===== config.mk =====
export PLATFORM = sky130hd
export DESIGN_NAME = burst_write_sink
export DESIGN_NICKNAME = d
export VERILOG_FILES = /design/src/rtl/bws_pkg.sv /design/src/rtl/bws_ctrl.sv /design/src/rtl/bws_dpath.sv /design/src/rtl/burst_write_sink.sv
export SDC_FILE = /design/constraint.sdc
export NUM_CORES = 2
export LEC_CHECK = 0
export BUFFER_PORTS_ARGS = -buffer_cell sky130_fd_sc_hd__buf_2
export CORE_MARGIN = 2
export CORE_UTILIZATION = 30
export DETAILED_ROUTE_END_ITERATION = 6
export PLACE_DENSITY = 0.51
export REMOVE_ABC_BUFFERS = 1
export SYNTH_ARGS = -nofsm -noshare
export SYNTH_HDL_FRONTEND = slang
export SYNTH_SLANG_ARGS = --single-unit

===== constraint.sdc =====
create_clock -name clk -period 10.55 [get_ports clk]
set_input_delay 2.11 -clock clk [delete_from_list [all_inputs] [get_ports clk]]
set_output_delay 2.11 -clock clk [all_outputs]
set_load 0.02 [all_outputs]

===== src/rtl/bws_pkg.sv =====
package bws_pkg;
  typedef enum logic [1:0] {PH_IDLE, PH_ACK, PH_DATA} phase_e;

  typedef struct packed {
    logic capture;  // load the base word index from the command
    logic we;       // store the current beat and advance
    logic first;    // current beat is the first of the transaction
    logic last;     // current beat is the last of the transaction
  } strobe_t;
endpackage


===== src/rtl/bws_ctrl.sv =====
module bws_ctrl #(
  parameter int LEN_W = 12,
  parameter logic [3:0] STALL_PATTERN = 4'b0100
) (
  input  logic             clk,
  input  logic             rstN,
  input  logic             wrReq,
  input  logic             burstType,
  input  logic [1:0]       addrLow,
  input  logic [LEN_W-1:0] cmdLen,
  input  logic             srcRdyN,
  output logic             cmdAck,
  output logic             dstRdyN,
  output logic             cmdErr,
  output bws_pkg::strobe_t strb
);
  import bws_pkg::*;

  localparam int CNT_W = LEN_W - 2;

  phase_e           phase;
  logic [CNT_W-1:0] totalBeats;
  logic [CNT_W-1:0] beatIdx;
  logic [1:0]       stallCnt;
  logic             badCmd;
  logic             cmdBad;
  logic             xfer;
  logic             lastBeat;

  always_comb begin
    cmdBad   = (addrLow != 2'b00) ||
               (burstType && ((cmdLen == '0) || (cmdLen[1:0] != 2'b00)));
    dstRdyN  = (phase == PH_DATA) ? STALL_PATTERN[stallCnt] : 1'b1;
    cmdAck   = (phase == PH_ACK);
    xfer     = (phase == PH_DATA) && !dstRdyN && !srcRdyN;
    lastBeat = (beatIdx + 1'b1) == totalBeats;
    strb.capture = (phase == PH_IDLE) && wrReq;
    strb.we      = xfer;
    strb.first   = (beatIdx == '0);
    strb.last    = lastBeat;
  end

  always_ff @(posedge clk) begin
    if (!rstN) begin
      phase      <= PH_IDLE;
      totalBeats <= '0;
      beatIdx    <= '0;
      stallCnt   <= '0;
      badCmd     <= 1'b0;
      cmdErr     <= 1'b0;
    end else begin
      unique case (phase)
        PH_IDLE: if (wrReq) begin
          totalBeats <= burstType ? cmdLen[LEN_W-1:2] : CNT_W'(1);
          badCmd     <= cmdBad;
          if (cmdBad) cmdErr <= 1'b1;
          phase <= PH_ACK;
        end
        PH_ACK: begin
          beatIdx  <= '0;
          stallCnt <= '0;
          phase    <= badCmd ? PH_IDLE : PH_DATA;
        end
        PH_DATA: begin
          stallCnt <= stallCnt + 1'b1;
          if (xfer) begin
            beatIdx <= beatIdx + 1'b1;
            if (lastBeat) phase <= PH_IDLE;
          end
        end
        default: phase <= PH_IDLE;
      endcase
    end
  end

  // Acknowledge lasts one cycle only
  p_ack_pulse_r2: assert property (@(posedge clk) disable iff (!rstN)
    cmdAck |=> !cmdAck);

  // No beat may be offered a ready while the acknowledge is up
  p_ack_no_ready_r2: assert property (@(posedge clk) disable iff (!rstN)
    cmdAck |-> dstRdyN);

  // Entry into the data phase is always preceded by the acknowledge
  p_ack_before_data_r2: assert property (@(posedge clk) disable iff (!rstN)
    $rose(phase == PH_DATA) |-> $past(cmdAck));

  // A source stall freezes the beat position
  p_src_hold_r5: assert property (@(posedge clk) disable iff (!rstN)
    (phase == PH_DATA && srcRdyN) |=> $stable(beatIdx));

  // After the final beat the endpoint is idle: no ready, no acknowledge
  p_last_idle_r9: assert property (@(posedge clk) disable iff (!rstN)
    (xfer && lastBeat) |=> (dstRdyN && !cmdAck));

  // Command error flag is sticky
  p_cmd_sticky_r8: assert property (@(posedge clk) disable iff (!rstN)
    cmdErr |=> cmdErr);
endmodule


===== src/rtl/bws_dpath.sv =====
module bws_dpath #(
  parameter int DATA_W    = 32,
  parameter int MEM_WORDS = 64
) (
  input  logic                         clk,
  input  logic                         rstN,
  input  bws_pkg::strobe_t             strb,
  input  logic [$clog2(MEM_WORDS)-1:0] baseIdx,
  input  logic [DATA_W-1:0]            wrData,
  input  logic                         sofN,
  input  logic                         eofN,
  input  logic [$clog2(MEM_WORDS)-1:0] rdAddr,
  output logic [DATA_W-1:0]            rdData,
  output logic                         frameErr
);
  localparam int IDX_W = $clog2(MEM_WORDS);

  logic [DATA_W-1:0] mem [MEM_WORDS];
  logic [IDX_W-1:0]  ptr;
  logic              badFrame;

  always_comb begin
    // marker is active low: first beat wants sofN=0, others sofN=1
    badFrame = (strb.first == sofN) || (strb.last == eofN);
    rdData   = mem[rdAddr];
  end

  always_ff @(posedge clk) begin
    if (!rstN) begin
      ptr      <= '0;
      frameErr <= 1'b0;
    end else begin
      if (strb.capture) ptr <= baseIdx;
      else if (strb.we) ptr <= ptr + 1'b1;
      if (strb.we && badFrame) frameErr <= 1'b1;
    end
  end

  always_ff @(posedge clk) begin
    if (strb.we) mem[ptr] <= wrData;
  end

  // Every accepted beat lands at the pointer it was aimed at
  p_store_r4: assert property (@(posedge clk) disable iff (!rstN)
    strb.we |=> (mem[$past(ptr)] == $past(wrData)));

  // Framing error flag is sticky
  p_frame_sticky_r7: assert property (@(posedge clk) disable iff (!rstN)
    frameErr |=> frameErr);
endmodule


===== src/rtl/burst_write_sink.sv =====
module burst_write_sink #(
  parameter int DATA_W    = 32,
  parameter int MEM_WORDS = 64,
  parameter int LEN_W     = 12,
  parameter logic [3:0] STALL_PATTERN = 4'b0100
) (
  input  logic                         clk,
  input  logic                         rstN,
  input  logic                         wrReq,
  input  logic                         burstType,
  input  logic [$clog2(MEM_WORDS)+1:0] cmdAddr,
  input  logic [LEN_W-1:0]             cmdLen,
  output logic                         cmdAck,
  input  logic [DATA_W-1:0]            wrData,
  input  logic                         srcRdyN,
  input  logic                         sofN,
  input  logic                         eofN,
  output logic                         dstRdyN,
  input  logic [$clog2(MEM_WORDS)-1:0] rdAddr,
  output logic [DATA_W-1:0]            rdData,
  output logic                         frameErr,
  output logic                         cmdErr
);
  localparam int IDX_W = $clog2(MEM_WORDS);

  bws_pkg::strobe_t strb;

  bws_ctrl #(.LEN_W(LEN_W), .STALL_PATTERN(STALL_PATTERN)) i_ctrl (
    .clk(clk), .rstN(rstN), .wrReq(wrReq), .burstType(burstType),
    .addrLow(cmdAddr[1:0]), .cmdLen(cmdLen), .srcRdyN(srcRdyN),
    .cmdAck(cmdAck), .dstRdyN(dstRdyN), .cmdErr(cmdErr), .strb(strb)
  );

  bws_dpath #(.DATA_W(DATA_W), .MEM_WORDS(MEM_WORDS)) i_dpath (
    .clk(clk), .rstN(rstN), .strb(strb), .baseIdx(cmdAddr[IDX_W+1:2]),
    .wrData(wrData), .sofN(sofN), .eofN(eofN), .rdAddr(rdAddr),
    .rdData(rdData), .frameErr(frameErr)
  );
endmodule


# Yosys cells after proc, flatten, opt, wreduce, memory -nomap -nowiden

Memories as Yosys holds them, arrays and structs flattened.
Index checks and enable logic that the tools add are counted.

Add/sub/neg operators: 3
Multiply operators: 0
Div/mod/pow operators: 0
Magnitude comparators: 1
Equal/unequal tests: 8
Shifts and indexed selects: 0
Multiplexer cells: 16
Bitwise gates (word level): 0
Reductions and logical operators: 21

Operator list:

| kind                    | count |
|---|---|
| $mux W10                | 2 |
| $pmux W10 S2            | 1 |
| $logic_not A12 Y1       | 1 |
| $mux W6                 | 2 |
| $add A10 B1 Y10 const B | 1 |
| $eq A10 B10 Y1          | 1 |
| $logic_not A10 Y1       | 1 |
| $mux W2                 | 4 |
| $reduce_bool A2 Y1      | 4 |
| $add A6 B1 Y6 const B   | 1 |
| $pmux W2 S3             | 1 |
| $reduce_and A3 Y1       | 2 |
| $logic_and A1 B1 Y1     | 5 |
| $mux W1                 | 4 |
| $ne A2 B1 Y1 const B    | 2 |
| $pmux W2 S2             | 1 |
| $reduce_and A2 Y1       | 2 |
| $logic_or A1 B1 Y1      | 3 |
| $lt A2 B3 Y1 const B    | 1 |
| $add A2 B1 Y2 const B   | 1 |
| $bmux W1 S2             | 1 |
| $eq A1 B1 Y1            | 2 |
| $eq A2 B1 Y1 const B    | 1 |
| $eq A2 B2 Y1 const B    | 1 |
| other kinds (3)         | 4 |

Flip-flop bits (word level): 33
Bits in latches: 0
RAM bits: 2048
Bits in read-only memories: 0
Input bits: 65
Output and inout bits: 36
Memories kept: 1

Memories:

| memory      | words | bits a word | read ports | clocked after Yosys merged registers in | wr ports | line            | source |
|---|---|---|---|---|---|---|---|
| i_dpath.mem | 64    | 32          | 1          | 0                                       | 1        | bws_dpath.sv:18 | `logic [DATA_W-1:0] mem [MEM_WORDS];` |

# Longest topological paths before layout

Depth in word-level cells: 8
Gate-level depth with buffers: 9

# By module

A second synthesis with hierarchy kept.

Cell total of the unflattened synthesis: 3551
Area total of the unflattened synthesis: 79781.5 sq um

Modules (own cells, without submodules):

| module    | instances | cells an instance | area each (sq um) | sequential area each (sq um) |
|---|---|---|---|---|
| bws_dpath | 1         | 3344              | 78201.3           | 61639.1 |
| bws_ctrl  | 1         | 207               | 1580.3            | 520.5 |

# Worst setup path after synthesis

OpenSTA, ideal clock, no wires.

Path type: input to output
Start point: input rdAddr[0]
End point: output rdData[11]
Data arrival time: 4.276 ns
Path slack: 4.164 ns
Stages: 5
Path buffers: 2
Cells stage by stage: buf_6 buf_1 mux4_2 mux4_2 mux4_2

Cells in the longest elaborated chain, start to end: 1

Ends and longest elaborated chain:

| item            | line                   | source |
|---|---|---|
| from (decl)     | burst_write_sink.sv:19 | `input logic [$clog2(MEM_WORDS)-1:0] rdAddr,` |
| $mem_v2 Z64 W32 | -                      |  |
| to (decl)       | burst_write_sink.sv:20 | `output logic [DATA_W-1:0] rdData,` |

No other way between the ends.

# Worst setup path in the final report

Start point: input rdAddr[0]
End point: output rdData[21]

Same word-level chain as after synthesis.

==> flow_summary.json <==
{
  "endpoint_kind": "primary output",
  "synth_seq_cells": 2081,
  "synth_top_cell_by_area": "edfxtp_1",
  "peakVddDrop_mv": 0.179,
  "wire_per_inst_um": 31.3,
  "synth_area_per_cell_um2": 24.5,
  "setup_tns_ps": 0,
  "synth-edff-count": 2048,
  "grt_setup_unrepaired": "false",
  "max_cap_violations": 0,
  "reg2reg_slack_ps": 6050,
  "routabilityCongestion": 0.728,
  "worst_pin_slew_ps": 1270,
  "ys_async_sr_fraction": 0,
  "slew_viol_final": 0,
  "setup_viol": 0,
  "post_dp_cell_area_um2": 85200,
  "hold_violations": 0,
  "yosys_warnings": 0,
  "area_delta_synth_final_pct": 15.7,
  "synth_top_area_share": 0.772,
  "fin_area_um2": 92200,
  "placed_cells": 6803,
  "rows": 189,
  "power.density_nw_per_um2": 191,
  "synth_ff_type": "edfxtp_1",
  "drt_wl_total_um": 225000,
  "cp-start-kind": "input pin",
  "synth.distinct_cells": 47,
  "crit_fanout": 52,
  "cts_tree": "yes",
  "clock_path_buffers": 3,
  "nets": 3559,
  "numPortBuffers": 100,
  "clk_latency_ps": 910,
  "drtPass1Iterations": 5,
  "finalCritPeriodShare": 0.717,
  "antenna_found_initial": 17,
  "grtUsageTotal": 0.165,
  "ios": 101,
  "syn_inst": 3248,
  "die_area_um2": 270000,
  "drive_above_1_share": 0.334,
  "synth_area_leaders": "edfxtp_1 77%, mux4_2 19%, dfxtp_1 0.83%",
  "grt_pass1_vias": 37500,
  "netlist_area_um2": 79700,
  "cts.htree.levels": 4,
  "drtAntennaViolNets": 0,
  "cts_setup_buffers": 0,
  "worstPathArrival_ps": 5460,
  "viasPerCell": 5.11,
  "initial_core_util": 0.301,
  "die_h_um": 519,
  "grt_overflow": 0,
  "die_w_um": 519,
  "skew_ps": 133,
  "clock-root-buffer": "clkbuf_16",
  "cts_made_buffers": 214,
  "hpwl_um": 121000,
  "cts_hold_buf": 0,
  "clkSinkCount": 2081,
  "p_leak_nw": 27.8,
  "ctsResizeCount": 0,
  "slew-limit-headroom": 0.153,
  "fill_cells": 24200,
  "max_freq_mhz": 132,
  "drt-initial-drc-count": 4389,
  "whs_ps": 469,
  "core_area_um2": 265000,
  "drc_errors": 0,
  "grt_pass1_wl_um": 310000,
  "vias": 36800,
  "cp_data_required_time_ps": 8440,
  "worstSetupPathType": "in -> out",
  "synth-seq-area-share": 0.780,
  "min_path_type": "reg -> reg",
  "cts.clk_slew.worst_paths_ps": 60,
  "grt_max_degree": 124,
  "status": "finished, final reports clean",
  "final_cells": 7201,
  "period_minus_slack_ps": 7570
}
-- power breakdown --
group          leakage (nW)  switching, mW  internal, mW
Clock                  3.37           3.29          4.23
Sequential             18.7         0.0279          9.11
Combinational          5.77          0.581         0.360
Total                  27.8           3.90          13.7
-- layout make-up --
type,instances,area (µm²),share of cell area
repair buffers,198,1440,0.0156
inverters,11,41.3,0.000448
multi-input cells,980,17200,0.186
well taps,3533,4420,0.0479
clock inverters,130,1440,0.0156
clock buffers,263,5560,0.0603
diodes,5,12.5,0.000136
flip-flops and latches,2081,62200,0.674
-- stage by stage --
stage | worst slack, ps | total power, mW | util
floorplan | 4870 | 9.75 | -
global placement | 2910 | 10.3 | 0.322
detailed placement | 2870 | 10.3 | 0.322
CTS | 2870 | 17.8 | 0.349
global route | 2800 | 18.1 | 0.349
finish | 2980 | 17.6 | 0.349
-- cell usage after synthesis (3+ instances only) --
master	count
nor4_1	5
mux2i_1	12
nand4_1	5
inv_1	11
nor3_1	11
or2_2	3
xnor2_1	8
a311oi_1	5
nor2b_1	13
or3_1	4
a21oi_1	31
nand3b_1	3
mux4_2	662
a211oi_1	13
nor3b_1	3
nand2_1	31
buf_2	48
buf_1	30
xor2_1	6
buf_6	5
nand3_1	22
nor2_1	95
clkbuf_1	79
nand2b_1	5
o21ai_0	10
a31oi_1	3
edfxtp_1	2048
dfxtp_1	33
ha_1	8
buf_4	13
-- flip-flops by register name, summed over array words and instances, names as in the netlist --
register and count:
i_ctrl.badCmd 1, i_dpath.ptr 6, i_ctrl.phase 2, i_ctrl.cmdErr 1, i_dpath.frameErr 1, i_ctrl.beatIdx 10, i_ctrl.totalBeats 10, i_dpath.mem 2048
i_ctrl.stallCnt 2
-- cell usage in the layout, fill, tap and decap left out, types with 13 or more instances in the layout --
| cell | n |
|---|---|
| clkbuf_1 | 48 |
| nor2b_1 | 13 |
| nand2_1 | 31 |
| buf_12 | 13 |
| buf_4 | 86 |
| clkinv_1 | 49 |
| mux4_2 | 662 |
| nand3_1 | 22 |
| a21oi_1 | 31 |
| nor2_4 | 62 |
| buf_2 | 95 |
| clkinv_16 | 13 |
| clkinv_2 | 36 |
| dfxtp_1 | 33 |
| clkbuf_16 | 215 |
| nor2_1 | 33 |
| a211oi_1 | 13 |
| bufinv_16 | 19 |
| edfxtp_1 | 2048 |
-- per-layer routing --
layer	wire length [µm]	vias to the layer above	GRT usage	part of all wire
met2	111000	1357	0.270	0.49
met1	94500	20500	0.226	0.42
met5	13	-	0	0.000058
met3	14600	309	0.0312	0.065
met4	5640	2	0.0427	0.025
li1	-	14600	-	-
-- worst max-delay path, stage by stage --
cell	delay, ps
buf_8	500
buf_4	690
mux4_2	590
mux4_2	530
mux4_2	620
buf_2	210
-- final timing paths --
kind / startpoint / end / depth (start not counted)
hold reg to reg: i_ctrl.totalBeats[2]$_SDFFE_PN0P_ / i_ctrl.totalBeats[2]$_SDFFE_PN0P_ / 2
setup / recovery: rdAddr[0] / rdData[21] / 6
setup reg to reg: i_ctrl.phase[0]$_SDFFE_PN0P_ / i_dpath.mem[19][7]$_DFFE_PP_ / 9
hold / removal: i_ctrl.totalBeats[2]$_SDFFE_PN0P_ / i_ctrl.totalBeats[2]$_SDFFE_PN0P_ / 2
-- kinds of logic after synthesis --
kind of cell / synth area share
and+or+nand+nor: 0.0124
DFF: 0.780
xor gates and xnor gates: 0.00154
adders and majority gates: 0.00126
muxes: 0.189
AOI/OAI and AO/OA: 0.00578
buffers and inverters: 0.0107
Note: power is estimated with default switching activity, not from simulation.
